[config.mk]
export PLATFORM = sky130hd
export DESIGN_NAME = sync_rx_channel
export DESIGN_NICKNAME = d
export VERILOG_FILES = /design/src/rtl/sync_rx_pkg.sv /design/src/rtl/srx_sync_edge.sv /design/src/rtl/srx_shifter.sv /design/src/rtl/srx_fifo.sv /design/src/rtl/sync_rx_channel.sv
export SDC_FILE = /design/constraint.sdc
export NUM_CORES = 1
export LEC_CHECK = 0
export BUFFER_PORTS_ARGS = -buffer_cell sky130_fd_sc_hd__buf_2
export CAP_MARGIN = 5
export CELL_PAD_IN_SITES_DETAIL_PLACEMENT = 1
export CELL_PAD_IN_SITES_GLOBAL_PLACEMENT = 1
export CORE_UTILIZATION = 51
export CTS_BUF_LIST = sky130_fd_sc_hd__clkbuf_8
export DETAILED_ROUTE_END_ITERATION = 10
export PLACE_DENSITY_LB_ADDON = 0.1
export SLEW_MARGIN = 20
export SYNTH_ARGS = -nofsm -noshare
export SYNTH_HDL_FRONTEND = slang
export SYNTH_SLANG_ARGS = --single-unit
export TNS_END_PERCENT = 100
[constraint.sdc]
create_clock -name clk -period 6.5 [get_ports clk]
set_input_delay 1.3 -clock clk [delete_from_list [all_inputs] [get_ports clk]]
set_output_delay 1.3 -clock clk [all_outputs]
set_load 0.03 [all_outputs]
[src/rtl/sync_rx_pkg.sv]
`timescale 1ns/1ps
// Shared definitions for the serial receive channel.
// Assumes a register data path of 16 bits and a 3-bit register address.
package sync_rx_pkg;
    localparam int REG_W  = 16;
    localparam int ADDR_W = 3;

    typedef enum logic [ADDR_W-1:0] {
        REG_DATA  = 3'd0,
        REG_STAT  = 3'd1,
        REG_LINE  = 3'd2,
        REG_COUNT = 3'd3,
        REG_CTRL  = 3'd4
    } reg_addr_e;

    // Maps the 2-bit trigger select field to a byte count.
    function automatic logic [7:0] trig_level(input logic [1:0] sel);
        case (sel)
            2'd0:    return 8'd1;
            2'd1:    return 8'd4;
            2'd2:    return 8'd8;
            default: return 8'd14;
        endcase
    endfunction
endpackage

[src/rtl/srx_sync_edge.sv]
`timescale 1ns/1ps
// Brings the serial clock and data into the clk domain and detects the
// rising serial clock edge. Assumes each serial level lasts at least two clk
// cycles. The data bit is taken from the same synchronizer stage as the edge.
module srx_sync_edge (
    input  logic clk,
    input  logic rst_n,
    input  logic sclk_in,
    input  logic sdata_in,
    output logic rise,
    output logic bit_val
);
    logic [1:0] sclk_meta;
    logic [1:0] sdata_meta;
    logic       sclk_prev;

    // Two-flop synchronizers, plus one delayed copy of the clock for edge detection.
    always_ff @(posedge clk) begin
        if (!rst_n) begin
            sclk_meta  <= '0;
            sdata_meta <= '0;
            sclk_prev  <= 1'b0;
        end else begin
            sclk_meta  <= {sclk_meta[0], sclk_in};
            sdata_meta <= {sdata_meta[0], sdata_in};
            sclk_prev  <= sclk_meta[1];
        end
    end

    assign rise    = sclk_meta[1] & ~sclk_prev;
    assign bit_val = sdata_meta[1];
endmodule

[src/rtl/srx_shifter.sv]
`timescale 1ns/1ps
// Assembles serial bits, LSB first, into DATA_W-bit words.
// byte_valid pulses for one cycle with byte_data holding the finished word.
// When enable is low, edges are ignored and the bit counter returns to zero.
module srx_shifter #(
    parameter int DATA_W = 8
) (
    input  logic              clk,
    input  logic              rst_n,
    input  logic              enable,
    input  logic              rise,
    input  logic              bit_val,
    output logic              byte_valid,
    output logic [DATA_W-1:0] byte_data
);
    localparam int BIT_W = $clog2(DATA_W);

    logic [BIT_W-1:0]  bit_cnt;
    logic [DATA_W-1:0] shreg;

    // Shift in one bit per detected edge and flag each completed word.
    always_ff @(posedge clk) begin
        if (!rst_n) begin
            bit_cnt    <= '0;
            shreg      <= '0;
            byte_valid <= 1'b0;
        end else begin
            byte_valid <= 1'b0;
            if (!enable) begin
                bit_cnt <= '0;
            end else if (rise) begin
                shreg <= {bit_val, shreg[DATA_W-1:1]};
                if (bit_cnt == BIT_W'(DATA_W-1)) begin
                    bit_cnt    <= '0;
                    byte_valid <= 1'b1;
                end else begin
                    bit_cnt <= bit_cnt + 1'b1;
                end
            end
        end
    end

    assign byte_data = shreg;
endmodule

[src/rtl/srx_fifo.sv]
`timescale 1ns/1ps
// Synchronous first-in first-out store with an occupancy count.
// Assumes the caller never pushes when full and never pops when empty.
module srx_fifo #(
    parameter int DATA_W = 8,
    parameter int DEPTH  = 16,
    localparam int CNT_W = $clog2(DEPTH + 1)
) (
    input  logic              clk,
    input  logic              rst_n,
    input  logic              push,
    input  logic [DATA_W-1:0] push_data,
    input  logic              pop,
    output logic [DATA_W-1:0] head,
    output logic [CNT_W-1:0]  count,
    output logic              full,
    output logic              empty
);
    localparam int PTR_W = (DEPTH > 1) ? $clog2(DEPTH) : 1;

    logic [DATA_W-1:0] mem [DEPTH];
    logic [PTR_W-1:0]  wptr;
    logic [PTR_W-1:0]  rptr;

    // Storage write; the array needs no reset.
    always_ff @(posedge clk) begin
        if (push) mem[wptr] <= push_data;
    end

    // Pointer and occupancy tracking with wrap at DEPTH.
    always_ff @(posedge clk) begin
        if (!rst_n) begin
            wptr  <= '0;
            rptr  <= '0;
            count <= '0;
        end else begin
            if (push) wptr <= (wptr == PTR_W'(DEPTH-1)) ? '0 : wptr + 1'b1;
            if (pop)  rptr <= (rptr == PTR_W'(DEPTH-1)) ? '0 : rptr + 1'b1;
            case ({push, pop})
                2'b10:   count <= count + 1'b1;
                2'b01:   count <= count - 1'b1;
                default: count <= count;
            endcase
        end
    end

    assign head  = mem[rptr];
    assign full  = (count == CNT_W'(DEPTH));
    assign empty = (count == '0);
endmodule

[src/rtl/sync_rx_channel.sv]
`timescale 1ns/1ps
// Clock-synchronous serial receive channel with a receive FIFO and host registers.
// Assumes DEPTH is at most 127, so the count fits the 8-bit count field.
// Host reads have side effects (pop, ready-flag qualification) at the clock edge.
module sync_rx_channel
    import sync_rx_pkg::*;
#(
    parameter int DATA_W = 8,
    parameter int DEPTH  = 16
) (
    input  logic              clk,
    input  logic              rst_n,
    input  logic              sclk_in,
    input  logic              sdata_in,
    input  logic [ADDR_W-1:0] reg_addr,
    input  logic              reg_wr,
    input  logic              reg_rd,
    input  logic [REG_W-1:0]  reg_wdata,
    output logic [REG_W-1:0]  reg_rdata,
    output logic              rx_irq
);
    localparam int CNT_W = $clog2(DEPTH + 1);

    logic              rise, bit_val;
    logic              byte_valid;
    logic [DATA_W-1:0] byte_data;
    logic              push, pop;
    logic [DATA_W-1:0] head;
    logic [CNT_W-1:0]  fifo_count;
    logic              full, empty;
    logic [7:0]        count8;

    logic              rx_en_q;
    logic [1:0]        trig_sel_q;
    logic              ovr_q, rdy_q, rdy_seen_q, per_q, fer_q;
    logic [DATA_W-1:0] last_rd_q;
    logic              at_trig, rdy_clear, rdy_d;
    logic              wr_stat, wr_line, wr_ctrl, rd_stat, rd_data;
    logic              wdata_unused;

    srx_sync_edge sync_i (
        .clk      (clk),
        .rst_n    (rst_n),
        .sclk_in  (sclk_in),
        .sdata_in (sdata_in),
        .rise     (rise),
        .bit_val  (bit_val)
    );

    srx_shifter #(.DATA_W(DATA_W)) shift_i (
        .clk        (clk),
        .rst_n      (rst_n),
        .enable     (rx_en_q & ~ovr_q),
        .rise       (rise),
        .bit_val    (bit_val),
        .byte_valid (byte_valid),
        .byte_data  (byte_data)
    );

    srx_fifo #(.DATA_W(DATA_W), .DEPTH(DEPTH)) fifo_i (
        .clk       (clk),
        .rst_n     (rst_n),
        .push      (push),
        .push_data (byte_data),
        .pop       (pop),
        .head      (head),
        .count     (fifo_count),
        .full      (full),
        .empty     (empty)
    );

    // Register strobe decode.
    assign wr_stat = reg_wr && (reg_addr == REG_STAT);
    assign wr_line = reg_wr && (reg_addr == REG_LINE);
    assign wr_ctrl = reg_wr && (reg_addr == REG_CTRL);
    assign rd_stat = reg_rd && (reg_addr == REG_STAT);
    assign rd_data = reg_rd && (reg_addr == REG_DATA);
    assign wdata_unused = ^reg_wdata[REG_W-1:3];

    assign push   = byte_valid & ~full;
    assign pop    = rd_data & ~empty;
    assign count8 = {{(8-CNT_W){1'b0}}, fifo_count};

    // Ready flag: sets at the trigger level; cleared only after a qualified 1-read then 0-write.
    assign at_trig   = (count8 >= trig_level(trig_sel_q));
    assign rdy_clear = wr_stat && !reg_wdata[0] && rdy_seen_q && !at_trig;
    assign rdy_d     = at_trig ? 1'b1 : (rdy_clear ? 1'b0 : rdy_q);

    // Control register, holding the enable bit and the trigger select field.
    always_ff @(posedge clk) begin
        if (!rst_n) begin
            rx_en_q    <= 1'b0;
            trig_sel_q <= 2'd0;
        end else if (wr_ctrl) begin
            rx_en_q    <= reg_wdata[0];
            trig_sel_q <= reg_wdata[2:1];
        end
    end

    // Sticky overrun: set by a byte arriving while full, cleared by writing 0.
    always_ff @(posedge clk) begin
        if (!rst_n)                  ovr_q <= 1'b0;
        else if (byte_valid && full) ovr_q <= 1'b1;
        else if (wr_line && !reg_wdata[0]) ovr_q <= 1'b0;
    end

    // Ready flag, its read-as-1 qualifier and the interrupt pulse.
    always_ff @(posedge clk) begin
        if (!rst_n) begin
            rdy_q      <= 1'b0;
            rdy_seen_q <= 1'b0;
            rx_irq     <= 1'b0;
        end else begin
            rdy_q  <= rdy_d;
            rx_irq <= rdy_d & ~rdy_q;
            if (rdy_clear)           rdy_seen_q <= 1'b0;
            else if (rd_stat && rdy_q) rdy_seen_q <= 1'b1;
        end
    end

    // Parity and framing flags: clear-only status bits, never set in this mode.
    always_ff @(posedge clk) begin
        if (!rst_n) begin
            per_q <= 1'b0;
            fer_q <= 1'b0;
        end else if (wr_stat) begin
            per_q <= per_q & reg_wdata[1];
            fer_q <= fer_q & reg_wdata[2];
        end
    end

    // Holds the last popped byte for reads of an empty FIFO.
    always_ff @(posedge clk) begin
        if (!rst_n)   last_rd_q <= '0;
        else if (pop) last_rd_q <= head;
    end

    // Read data multiplexer.
    always_comb begin
        reg_rdata = '0;
        case (reg_addr)
            REG_DATA:  reg_rdata = {{(REG_W-DATA_W){1'b0}}, (empty ? last_rd_q : head)};
            REG_STAT:  reg_rdata = {{(REG_W-3){1'b0}}, fer_q, per_q, rdy_q};
            REG_LINE:  reg_rdata = {{(REG_W-1){1'b0}}, ovr_q};
            REG_COUNT: reg_rdata = {{(REG_W-8){1'b0}}, count8};
            REG_CTRL:  reg_rdata = {{(REG_W-3){1'b0}}, trig_sel_q, rx_en_q};
            default:   reg_rdata = '0;
        endcase
    end
endmodule

==> results of run 1 <==
[routing by layer]
metal / up-vias / global-route usage
met4: 0 / 0.0633
li1: 1920 / -
met1: 2135 / 0.302
met2: 69 / 0.361
met5: - / 0
met3: 7 / 0.0493
[metrics by stage]
stage	utilization	total power, mW	instance area (um2)
2_1_floorplan	-	1.26	7450
3_3_place_gp	0.543	1.26	7630
3_5_place_dp	0.543	1.27	7630
4_1_cts	0.571	1.98	8010
5_1_grt	0.571	2.03	8010
6_report	0.571	1.97	8010
[flip-flops by register name, indices dropped and copies added (netlist names), 2 cells and up, named ones only]
name               flops
trig_sel_q             2
shift_i.byte_data      8
sync_i.sclk_meta       2
fifo_i.wptr            4
fifo_i.count           5
last_rd_q              8
fifo_i.rptr            4
fifo_i.mem           128
shift_i.bit_cnt        3
sync_i.sdata_meta      2
[cells by family (layout without fill, tap and decap cells)]
logic type | Yosys count | in the layout | share of synthesized area
flops | 179 | 179 | 0.656
simple gates | 134 | 134 | 0.0916
compound gates | 67 | 67 | 0.0671
buf+inv | 50 | 74 | 0.0346
mux | 46 | 46 | 0.120
fa+ha+maj | 14 | 14 | 0.0236
xor+xnor | 6 | 6 | 0.00708
other cells | 1 | 8 | 0.000505
[worst reg2reg max path, cell delays in order (launching register included)]
cell                       delay [ns]
sky130_fd_sc_hd__dfxtp_1         0.43
sky130_fd_sc_hd__nor4_2          0.60
sky130_fd_sc_hd__a211o_1         0.54
sky130_fd_sc_hd__inv_1           0.38
sky130_fd_sc_hd__ha_1            0.40
sky130_fd_sc_hd__xor2_1          0.17
sky130_fd_sc_hd__ha_1            0.19
sky130_fd_sc_hd__a21oi_1         0.25
sky130_fd_sc_hd__o22ai_1         0.13
sky130_fd_sc_hd__a222oi_1        0.47
sky130_fd_sc_hd__o211ai_1        0.13
sky130_fd_sc_hd__o31ai_1         0.10
[power by group through the flow]
stage	clock [mW]	sequential, mW	combinational [mW]
final	0.731	1.21	0.0298
after global routing	0.787	1.21	0.0334
after CTS	0.742	1.21	0.0303
after detailed placement	0	1.24	0.0302
after global placement	0	1.23	0.0291
after floorplan	0	1.24	0.0250
[path summary, 6_finish.rpt]
| path | slack (ns) | end | cells past startpoint | start |
|---|---|---|---|---|
| worst max-delay path | 2.24 | reg_rdata[0] | 6 | reg_addr[1] |
| worst min-delay path | 0.44 | sync_i.sclk_meta[1] | 1 | sync_i.sclk_meta[0] |
| worst max register to register | 2.65 | fifo_i.count[4] | 11 | fifo_i.count[0] |
| worst min register to register | 0.44 | sync_i.sclk_meta[1] | 1 | sync_i.sclk_meta[0] |
[final cells by class]
| cell class | count | area [um2] |
|---|---|---|
| clock buffers | 19 | 262 |
| clock inverters | 13 | 120 |
| fillers | 1350 | 6030 |
| inverters | 14 | 52.6 |
| multi-input cells | 275 | 2330 |
| flip-flops and latches | 179 | 4870 |
| well taps | 180 | 225 |
| repair buffers | 28 | 160 |
[layout by cell type (no fill, tap or decap), types with 3 or more instances in the layout]
cell type and count:
sky130_fd_sc_hd__edfxtp_1 128, sky130_fd_sc_hd__dfxtp_1 50, sky130_fd_sc_hd__nand2_1 35, sky130_fd_sc_hd__nor2_1 25, sky130_fd_sc_hd__mux4_2 24, sky130_fd_sc_hd__nor2b_1 21
sky130_fd_sc_hd__buf_2 20, sky130_fd_sc_hd__a22oi_1 19, sky130_fd_sc_hd__clkbuf_8 19, sky130_fd_sc_hd__nand3_1 17, sky130_fd_sc_hd__inv_1 14, sky130_fd_sc_hd__mux2i_1 14
sky130_fd_sc_hd__ha_1 14, sky130_fd_sc_hd__and2_1 10, sky130_fd_sc_hd__nor3_1 10, sky130_fd_sc_hd__mux4_1 8, sky130_fd_sc_hd__conb_1 8, sky130_fd_sc_hd__buf_4 8
sky130_fd_sc_hd__a21oi_1 7, sky130_fd_sc_hd__a22o_1 5, sky130_fd_sc_hd__o21ai_0 5, sky130_fd_sc_hd__nand2b_1 5, sky130_fd_sc_hd__xnor2_1 4, sky130_fd_sc_hd__a21o_1 4
sky130_fd_sc_hd__inv_6 4, sky130_fd_sc_hd__inv_4 4, sky130_fd_sc_hd__a222oi_1 3, sky130_fd_sc_hd__a21boi_0 3, sky130_fd_sc_hd__a31oi_1 3, sky130_fd_sc_hd__o21a_1 3
sky130_fd_sc_hd__nor3b_1 3, sky130_fd_sc_hd__clkinv_4 3
==> insert_results.sql, run 1 <==
INSERT INTO impl_metrics (metric_group, metric, value, unit) VALUES
('run_status', 'run_status', 'finished, final reports clean', ''),
('floorplan', 'width_of_the_die', '123', 'um'),
('synth', 'synth_edf_count', '128', ''),
('synth', 'synth_area_leader_cell', 'sky130_fd_sc_hd__edfxtp_1', ''),
('synth', 'synth_flop_cell', 'sky130_fd_sc_hd__edfxtp_1', ''),
('sta', 'hold_viol_final', '0', ''),
('cells_and_area', 'fin_cells', '708', ''),
('pwr', 'power.ir.vdd_worst', '0.247', 'mV'),
('clock_tree', 'cts.repair.resized', '0', ''),
('sta', 'fin_hold_ws', '0.442', 'ns'),
('flow_run', 'max_cap_violations', '0', ''),
('sta', 'timing.final.setup_violations', '0', ''),
('clock_tree', 'clock_path_buffers', '2', ''),
('drt', 'routed.top_layer', 'met4', ''),
('synth', 'synth_sequential_area_ratio', '0.656', ''),
('pwr', 'power_frac_clock', '0.371', ''),
('synth', 'synth.cell_area', '7420', 'um2'),
('clock_tree', 'insertion_delay', '0.45', 'ns'),
('floorplan', 'io_pins', '42', ''),
('floorplan', 'num_rows', '43', ''),
('cells_and_area', 'area.growth.synth_to_final', '7.96', '%'),
('drt', 'wl_met2', '7630', 'um'),
('pwr', 'power.static_leakage', '2.77', 'nW'),
('drt', 'route.final.wire_length', '15400', 'um'),
('pwr', 'power_per_cell_area', '246', 'nW/um2'),
('clock_tree', 'tritoncts_num_sinks', '179', ''),
('clock_tree', 'post-cts-setup-buffers', '0', ''),
('floorplan', 'die_outline_area', '15000', 'um2'),
('global_route', 'grt-ovfl-total', '0', ''),
('setup_path', 'cpMostUsedCell', 'sky130_fd_sc_hd__buf_2', ''),
('cells_and_area', 'antenna_cells', '0', ''),
('sta', 'fin_ws', '2.24', 'ns'),
('setup_path', 'critical_path_required', '5.20', 'ns'),
('drt', 'post_route_met1_wirelength', '7060', 'um'),
('place', 'dp.cells', '676', ''),
('synth', 'synth_cells', '497', ''),
('synth', 'synth.avg_cell_area', '14.9', 'um2'),
('synth', 'flops_latches_synth', '179', ''),
('synth', 'synth_cell_types', '52', ''),
('clock_tree', 'tritoncts', 'built', ''),
('floorplan', 'core_area', '14000', 'um2'),
('global_route', 'grt_start_max_net_pins', '54', ''),
('drt', 'detail_route.iter0.violations', '387', ''),
('sta', 'maxSlewViolCount', '0', ''),
('drt', 'remaining_drc_errors', '0', ''),
('drt', 'wl_per_cell', '21.7', 'um'),
('drt', 'met3_length', '554', 'um'),
('clock_tree', 'cts_made_buffers', '17', ''),
('sta', 'final.period_utilization', '0.655', ''),
('sta', 'slew-limit-headroom', '0.419', ''),
('setup_path', 'crit_type', 'in2out', ''),
('pwr', 'power.switching', '0.423', 'mW'),
('place', 'dp_worst_setup_slack', '1.86', 'ns'),
('sta', 'min_period', '4.26', 'ns'),
('pwr', 'share_comb_of_total_power', '0.015', ''),
('sta', 'setup-tns-final', '0', 'ns'),
('global_route', 'via_count_of_the_first_global_routing_pass', '4184', ''),
('drt', 'ant_nets', '0', ''),
('setup_path', 'crit_path_top_delay_cell', 'sky130_fd_sc_hd__a21oi_1', ''),
('clock_tree', 'cts_root_buffer', 'sky130_fd_sc_hd__clkbuf_8', ''),
('synth', 'yosysTopAreaCellShare', '0.518', ''),
('global_route', 'gr-usage-all-layers', '0.223', ''),
('drt', 'detailedRoute.firstPassIterationCount', '4', ''),
('synth', 'synth_area_leaders', 'sky130_fd_sc_hd__edfxtp_1 (52%), sky130_fd_sc_hd__dfxtp_1 (14%), sky130_fd_sc_hd__mux4_2 (7.3%)', ''),
('place', 'globalplace.congestion', '0.821', ''),
('synth', 'synth.top_cells.by_count', 'sky130_fd_sc_hd__edfxtp_1 (128), sky130_fd_sc_hd__dfxtp_1 (51), sky130_fd_sc_hd__nand2_1 (35), sky130_fd_sc_hd__nor2_1 (25), sky130_fd_sc_hd__mux4_2 (24)', ''),
('setup_path', 'critical_path.cell_chain', 'buf_2 -> or3_1 -> a21oi_1 -> inv_1 -> o21ai_0 -> buf_2', ''),
('pwr', 'net_switching_share_of_the_total_power', '0.215', ''),
('synth', 'ys_warn_count', '0', ''),
('setup_path', 'cp_data_arrival_time', '2.96', 'ns'),
('sta', 'clock-skew-final', '0.0116', 'ns');
No activity file was read; power rests on OpenSTA's default activity.
==> run 2, diff against run 1 <==
--- a/config.mk
+++ b/config.mk
@@ -9,7 +9,7 @@
 export CAP_MARGIN = 5
 export CELL_PAD_IN_SITES_DETAIL_PLACEMENT = 1
 export CELL_PAD_IN_SITES_GLOBAL_PLACEMENT = 1
-export CORE_UTILIZATION = 51
+export CORE_UTILIZATION = 48
 export CTS_BUF_LIST = sky130_fd_sc_hd__clkbuf_8
 export DETAILED_ROUTE_END_ITERATION = 10
 export PLACE_DENSITY_LB_ADDON = 0.1
==> constraint.sdc (replaced) <==
create_clock -name clk -period 3.44 [get_ports clk]
set_input_delay 0.688 -clock clk [delete_from_list [all_inputs] [get_ports clk]]
set_output_delay 0.688 -clock clk [all_outputs]
set_load 0.03 [all_outputs]
==> insert_results.sql, run 2 (synthesized netlist as in run 1, its figures left out) <==
INSERT INTO impl_metrics (metric_group, metric, value, unit) VALUES
('run_status', 'run_status', 'finished, final reports clean', ''),
('clock_tree', 'cts-htree-levels', '4', ''),
('flow_run', 'max_cap_violations', '0', ''),
('sta', 'slew-limit-headroom', '0.404', ''),
('setup_path', 'critical_path_required', '2.75', 'ns'),
('floorplan', 'die_h', '126', 'um'),
('setup_path', 'critical_path.top_delay_family', 'multiplexers', ''),
('global_route', 'via_count_of_the_first_global_routing_pass', '4464', ''),
('sta', 'setup-tns-final', '0', 'ns'),
('setup_path', 'timing.critical_path.from_type', 'register', ''),
('cells_and_area', 'largest_register_ff_count', '128', ''),
('sta', 'fin_hold_ws', '0.437', 'ns'),
('clock_tree', 'post-cts-setup-buffers', '0', ''),
('setup_path', 'cp_data_arrival_time', '2.57', 'ns'),
('global_route', 'grt_first_pass_wirelength', '24900', 'um'),
('clock_tree', 'cts-hold-fix-buffers', '0', ''),
('cells_and_area', 'layout_commonest_cell', 'sky130_fd_sc_hd__edfxtp_1', ''),
('drt', 'remaining_drc_errors', '0', ''),
('drt', 'detailedRoute.firstPassIterationCount', '4', ''),
('cells_and_area', 'area.growth.synth_to_final', '10.0', '%'),
('pwr', 'net_switching_share_of_the_total_power', '0.211', ''),
('setup_path', 'max_stage_delay', '0.56', 'ns'),
('drt', 'ant_nets', '0', ''),
('clock_tree', 'cts.repair.resized', '0', ''),
('floorplan', 'num_rows', '45', ''),
('sta', 'tightest_slew', '0.891', 'ns'),
('place', 'place_hpwl', '10400', 'um'),
('pwr', 'power.ir.vdd_worst', '0.243', 'mV'),
('setup_path', 'critical_path.cell_chain', 'buf_12 -> mux4_2 -> a22oi_1 -> nand2_1 -> a221o_1 -> buf_2', ''),
('pwr', 'power_frac_clock', '0.372', ''),
('sta', 'final.period_utilization', '0.946', ''),
('sta', 'achievable-frequency', '307', 'MHz'),
('drt', 'detail_route.vias_per_cell', '5.65', ''),
('pwr', 'power_per_cell_area', '456', 'nW/um2'),
('clock_tree', 'cts_root_buffer', 'sky130_fd_sc_hd__clkbuf_8', ''),
('cells_and_area', 'drive_gt1_frac', '0.183', ''),
('clock_tree', 'insertion_delay', '0.46', 'ns'),
('global_route', 'gr-usage-all-layers', '0.215', ''),
('cells_and_area', 'most_flop_heavy_register', 'fifo_i.mem', ''),
('sta', 'hold_viol_final', '0', ''),
('cells_and_area', 'antenna_cells', '0', ''),
('floorplan', 'die_outline_area', '16000', 'um2'),
('clock_tree', 'cts_made_buffers', '17', ''),
('global_route', 'grt_start_max_net_pins', '54', ''),
('clock_tree', 'tritoncts', 'built', ''),
('pwr', 'power.static_leakage', '2.85', 'nW'),
('setup_path', 'highest_fanout_seen_on_the_critical_path', '16', ''),
('place', 'globalplace.congestion', '0.776', ''),
('drt', 'detail_route.iter0.violations', '326', ''),
('pwr', 'power.switching', '0.785', 'mW'),
('cells_and_area', 'layout.core_utilization', '0.539', ''),
('floorplan', 'core_area', '15100', 'um2'),
('sta', 'min_period', '3.26', 'ns'),
('cells_and_area', 'final_cell_mix', 'sky130_fd_sc_hd__edfxtp_1 (128), sky130_fd_sc_hd__dfxtp_1 (50), sky130_fd_sc_hd__nand2_1 (35)', ''),
('sta', 'clock-skew-final', '0.00920', 'ns'),
('setup_path', 'crit_path_top_delay_cell', 'sky130_fd_sc_hd__mux4_2', ''),
('hold_path', 'holdCritPathClass', 'in2reg', ''),
('sta', 'maxSlewViolCount', '0', ''),
('cells_and_area', 'finalNetCount', '567', ''),
('sta', 'timing.final.setup_violations', '0', ''),
('pwr', 'share_comb_of_total_power', '0.015', ''),
('clock_tree', 'clock_path_buffers', '2', ''),
('drt', 'vias', '4122', ''),
('global_route', 'grt_antenna_before_repair', '0', ''),
('setup_path', 'crit_path_end_kind', 'primary output', ''),
('clock_tree', 'clk_pin_slew', '0.09', 'ns'),
('drt', 'wl_per_cell', '21.8', 'um'),
('floorplan', 'width_of_the_die', '126', 'um'),
('sta', 'setup_repair_after_global_routing_missed_its_margin', 'no', ''),
('drt', 'route.final.wire_length', '15900', 'um'),
('setup_path', 'crit_type', 'reg2out', ''),
('pwr', 'internal-power', '2.94', 'mW'),
('place', 'io_buffers', '20', ''),
('pwr', 'final_total_pwr', '3.72', 'mW'),
('clock_tree', 'tritoncts_num_sinks', '179', ''),
('setup_path', 'path_buf_inv', '2', ''),
('global_route', 'grt-ovfl-total', '0', ''),
('pwr', 'pwr-share-seq', '0.613', ''),
('floorplan', 'io_pins', '42', ''),
('floorplan', 'effective_utilization_at_floorplan', '0.490', '');
## run 2: cell count changes in the layout (fill, tap and decap cells not counted), sizes merged
cell,before,now
clkinv,4,5
bufinv,1,2
buf,28,40
clkbuf,19,18
## run 2: worst register-to-register path, stage by stage, from the launching register on
cell	delay [ns]
sky130_fd_sc_hd__dfxtp_1	0.57
sky130_fd_sc_hd__nor4_2	0.15
sky130_fd_sc_hd__a21boi_0	0.44
sky130_fd_sc_hd__inv_1	0.13
sky130_fd_sc_hd__ha_1	0.26
sky130_fd_sc_hd__xor2_1	0.16
sky130_fd_sc_hd__ha_1	0.19
sky130_fd_sc_hd__a21oi_1	0.26
sky130_fd_sc_hd__o22ai_1	0.14
sky130_fd_sc_hd__a222oi_1	0.41
sky130_fd_sc_hd__o211ai_1	0.12
sky130_fd_sc_hd__o31ai_1	0.11
## run 2: path summary, 6_finish.rpt
kind	start	endpoint	slack (ns)	cells after the start
worst max-delay path	register	reg_rdata[1]	0.18	6
worst min-delay path	sclk_in	sync_i.sclk_meta[0]	0.44	2
worst max register to register	fifo_i.count[1]	fifo_i.count[4]	0.40	11
worst min register to register	last_rd_q[6]	last_rd_q[6]	0.45	2
## run 2: through the flow
stage          cells  worst slack, ns  area [um2]
2_1_floorplan    504           0.0737        7450
6_report         729            0.185        8160
3_5_place_dp     696            0.193        7750
4_1_cts          728           0.0596        8130
5_1_grt          729           0.0337        8160
3_3_place_gp     696            0.254        7750
## run 2: routing by layer
| layer | vias to the layer above | part of all wire | global-route usage |
|---|---|---|---|
| met4 | 0 | 0.012 | 0.0687 |
| met2 | 73 | 0.50 | 0.357 |
| met3 | 15 | 0.034 | 0.0447 |
| met1 | 2091 | 0.45 | 0.285 |
| li1 | 1943 | - | - |
| met5 | - | 0 | 0 |
## run 2: power by group through the flow
stage | clock network (mW) | logic [mW] | registers, mW
final | 1.38 | 0.0567 | 2.28
after floorplan | 0 | 0.0472 | 2.33
after detailed placement | 0 | 0.0568 | 2.33
after global routing | 1.49 | 0.0625 | 2.28
after global placement | 0 | 0.0556 | 2.33
after CTS | 1.42 | 0.0570 | 2.28
## run 2: cell type report
cell class | count | area [um2]
tap | 188 | 235
inverter | 14 | 52.6
clock buffer | 17 | 234
timing repair buffer | 41 | 300
fill | 1475 | 6980
clock inverter | 15 | 140
multi-input combinational | 275 | 2340
sequential | 179 | 4870
==> run 3, diff against run 2 <==
--- a/config.mk
+++ b/config.mk
@@ -6,7 +6,7 @@
 export NUM_CORES = 1
 export LEC_CHECK = 0
 export BUFFER_PORTS_ARGS = -buffer_cell sky130_fd_sc_hd__buf_2
-export CAP_MARGIN = 5
+export CAP_MARGIN = 20
 export CELL_PAD_IN_SITES_DETAIL_PLACEMENT = 1
 export CELL_PAD_IN_SITES_GLOBAL_PLACEMENT = 1
 export CORE_UTILIZATION = 48
==> constraint.sdc (replaced) <==
create_clock -name clk -period 2.6 [get_ports clk]
set_input_delay 0.52 -clock clk [delete_from_list [all_inputs] [get_ports clk]]
set_output_delay 0.52 -clock clk [all_outputs]
set_load 0.03 [all_outputs]
==> insert_results.sql, run 3 (synthesized netlist as in run 1, its figures left out) <==
INSERT INTO impl_metrics (metric_group, metric, value, unit) VALUES
('run_status', 'run_status', 'finished, violations left', ''),
('run_status', 'failed_checks', 'negative setup slack', ''),
('global_route', 'gr-usage-all-layers', '0.228', ''),
('cells_and_area', 'antenna_cells', '0', ''),
('setup_path', 'crit_type', 'reg2out', ''),
('global_route', 'via_count_of_the_first_global_routing_pass', '4522', ''),
('flow_run', 'max_cap_violations', '0', ''),
('place', 'globalplace.congestion', '0.796', ''),
('clock_tree', 'cts_root_buffer', 'sky130_fd_sc_hd__clkbuf_8', ''),
('setup_path', 'timing.critical_path.from_type', 'register', ''),
('setup_path', 'reg2reg_capture_point', 'last_rd_q[7]', ''),
('sta', 'clock-skew-final', '0.0133', 'ns'),
('clock_tree', 'tritoncts', 'built', ''),
('clock_tree', 'cts-hold-fix-buffers', '0', ''),
('floorplan', 'io_pins', '42', ''),
('place', 'dp.cells', '711', ''),
('drt', 'wl_per_cell', '22.2', 'um'),
('cells_and_area', 'final_cell_mix', 'sky130_fd_sc_hd__edfxtp_1 (128), sky130_fd_sc_hd__dfxtp_1 (48), sky130_fd_sc_hd__buf_4 (40)', ''),
('global_route', 'grt_first_pass_wirelength', '26100', 'um'),
('global_route', 'grt-ovfl-total', '0', ''),
('sta', 'final.period_utilization', '1.13', ''),
('hold_path', 'holdCritPathClass', 'in2reg', ''),
('cells_and_area', 'design_area', '8640', 'um2'),
('drt', 'vias', '4270', ''),
('setup_path', 'crit_path_end_kind', 'primary output', ''),
('setup_path', 'critical_path_required', '2.08', 'ns'),
('drt', 'detailedRoute.firstPassIterationCount', '4', ''),
('pwr', 'power.ir.vdd_worst', '0.294', 'mV'),
('drt', 'remaining_drc_errors', '0', ''),
('cells_and_area', 'layout_commonest_cell', 'sky130_fd_sc_hd__edfxtp_1', ''),
('setup_path', 'critical_path.cell_chain', 'buf_12 -> mux4_2 -> a22oi_2 -> nand2_2 -> a222oi_1 -> inv_1 -> buf_6', ''),
('global_route', 'gr-usage-met2', '0.379', ''),
('cells_and_area', 'fin_cells', '761', ''),
('clock_tree', 'clk_pin_slew', '0.09', 'ns'),
('place', 'io_buffers', '20', ''),
('clock_tree', 'tritoncts_num_sinks', '179', ''),
('pwr', 'final_total_pwr', '5.05', 'mW'),
('sta', 'achievable-frequency', '340', 'MHz'),
('hold_path', 'hold_end', 'sync_i.sclk_meta[0]', ''),
('global_route', 'grt_antenna_before_repair', '0', ''),
('setup_path', 'crit_path_top_delay_cell', 'sky130_fd_sc_hd__mux4_2', ''),
('sta', 'fin_ws', '-0.341', 'ns'),
('sta', 'maxSlewViolCount', '0', ''),
('floorplan', 'num_rows', '45', ''),
('sta', 'tightest_slew', '0.860', 'ns'),
('setup_path', 'highest_fanout_seen_on_the_critical_path', '11', ''),
('setup_path', 'max_stage_delay', '0.54', 'ns'),
('setup_path', 'worst_r2r_path_depth', '16', ''),
('hold_path', 'hold_start', 'sclk_in', ''),
('setup_path', 'worst_case_register_to_register_setup_slack', '-0.10', 'ns'),
('sta', 'hold_viol_final', '0', ''),
('cells_and_area', 'most_flop_heavy_register', 'fifo_i.mem', ''),
('drt', 'route.final.wire_length', '16900', 'um'),
('pwr', 'power_per_cell_area', '584', 'nW/um2'),
('drt', 'ant_nets', '0', ''),
('global_route', 'grt_start_max_net_pins', '33', ''),
('pwr', 'power.static_leakage', '3.03', 'nW'),
('clock_tree', 'clock_path_buffers', '2', ''),
('floorplan', 'core_area', '15100', 'um2'),
('sta', 'setup_repair_after_global_routing_missed_its_margin', 'yes', ''),
('place', 'postPlaceCellArea', '7900', 'um2'),
('cells_and_area', 'finalNetCount', '599', ''),
('global_route', 'groute.layer.met3.usage', '0.0384', ''),
('clock_tree', 'insertion_delay', '0.46', 'ns'),
('global_route', 'global_route.peak_usage_layer', 'met2', ''),
('clock_tree', 'cts-htree-levels', '4', ''),
('sta', 'slew-limit-headroom', '0.424', ''),
('sta', 'timing.final.setup_violations', '9', ''),
('setup_path', 'cp_data_arrival_time', '2.42', 'ns'),
('floorplan', 'effective_utilization_at_floorplan', '0.490', ''),
('floorplan', 'width_of_the_die', '126', 'um'),
('global_route', 'grt.met1_usage', '0.304', ''),
('floorplan', 'die_outline_area', '16000', 'um2'),
('place', 'place_hpwl', '11000', 'um'),
('drt', 'detail_route.vias_per_cell', '5.61', ''),
('clock_tree', 'cts_made_buffers', '17', ''),
('floorplan', 'die_h', '126', 'um'),
('sta', 'min_period', '2.94', 'ns'),
('cells_and_area', 'area.growth.synth_to_final', '16.5', '%'),
('drt', 'detail_route.iter0.violations', '267', ''),
('hold_path', 'timing.hold.worst_path_depth', '2', ''),
('cells_and_area', 'drive_gt1_frac', '0.284', ''),
('cells_and_area', 'largest_register_ff_count', '128', ''),
('sta', 'setup-tns-final', '-2.32', 'ns'),
('cells_and_area', 'layout.core_utilization', '0.571', '');
-- run 3: cell count changes in the layout (fill, tap and decap cells not counted), moves of 3 or more --
cell / previous run / this run
sky130_fd_sc_hd__buf_4: 18 / 40
sky130_fd_sc_hd__buf_6: 0 / 14
sky130_fd_sc_hd__a22oi_1: 17 / 8
sky130_fd_sc_hd__a22oi_2: 2 / 11
sky130_fd_sc_hd__buf_2: 20 / 13
sky130_fd_sc_hd__mux4_1: 8 / 3
sky130_fd_sc_hd__mux4_2: 24 / 29
sky130_fd_sc_hd__nand2_1: 35 / 30
sky130_fd_sc_hd__nand2_2: 0 / 5
sky130_fd_sc_hd__ha_1: 14 / 11
-- run 3: critical path: cells and delay by family, from the launching register on --
kind / cells / cell delay (ns)
buffers and inverters: 3 / 0.42
and+or+nand+nor: 1 / 0.10
DFF: 1 / 0.40
AOI/OAI and AO/OA: 2 / 0.50
muxes: 1 / 0.54
-- run 3: worst max-delay path by stage --
stage	end	slack [ns]	cells after the start	start
final	reg_rdata[3]	-0.34	7	register
after global routing	reg_rdata[3]	-0.43	7	register
after CTS	reg_rdata[3]	-0.38	7	register
after detailed placement	fifo_i.count[4]	-0.14	12	reg_addr[2]
after global placement	fifo_i.count[4]	-0.11	12	reg_addr[2]
after floorplan	fifo_i.count[4]	-0.20	14	reg_addr[1]
-- run 3: layout make-up --
cell class	count	area, um2
inverter	14	52.6
multi-input combinational	275	2440
tap	188	235
fill	1445	6500
timing repair buffer	73	646
clock buffer	17	234
sequential	179	4870
clock inverter	15	161
-- run 3: where the power goes --
part | switching, mW | total, mW | internal [mW]
logic | 0.0532 | 0.0831 | 0.0298
registers | 0.00432 | 3.02 | 3.02
clock network | 0.997 | 1.94 | 0.944
-- run 3: through the flow --
stage          hold slack (ns)  worst slack, ns
2_1_floorplan            0.412           -0.198
3_3_place_gp             0.423           -0.107
3_5_place_dp             0.434           -0.136
4_1_cts                  0.230           -0.379
5_1_grt                  0.239           -0.432
6_report                 0.261           -0.341
-- run 3: repair_timing --
item | 4_1_cts | 5_1_grt
setup endpoints to repair | 8 | 10
pin swaps | 9 | 13
gates cloned | 2 | 0
buffers inserted | 12 | 11
gates resized for setup | 42 | 19
-- run 3: per-layer routing --
| metal | vias to the layer above | wire (um) |
|---|---|---|
| li1 | 2000 | - |
| met1 | 2180 | 7250 |
| met2 | 77 | 8640 |
| met3 | 13 | 790 |
| met4 | 0 | 221 |
| met5 | - | 0 |
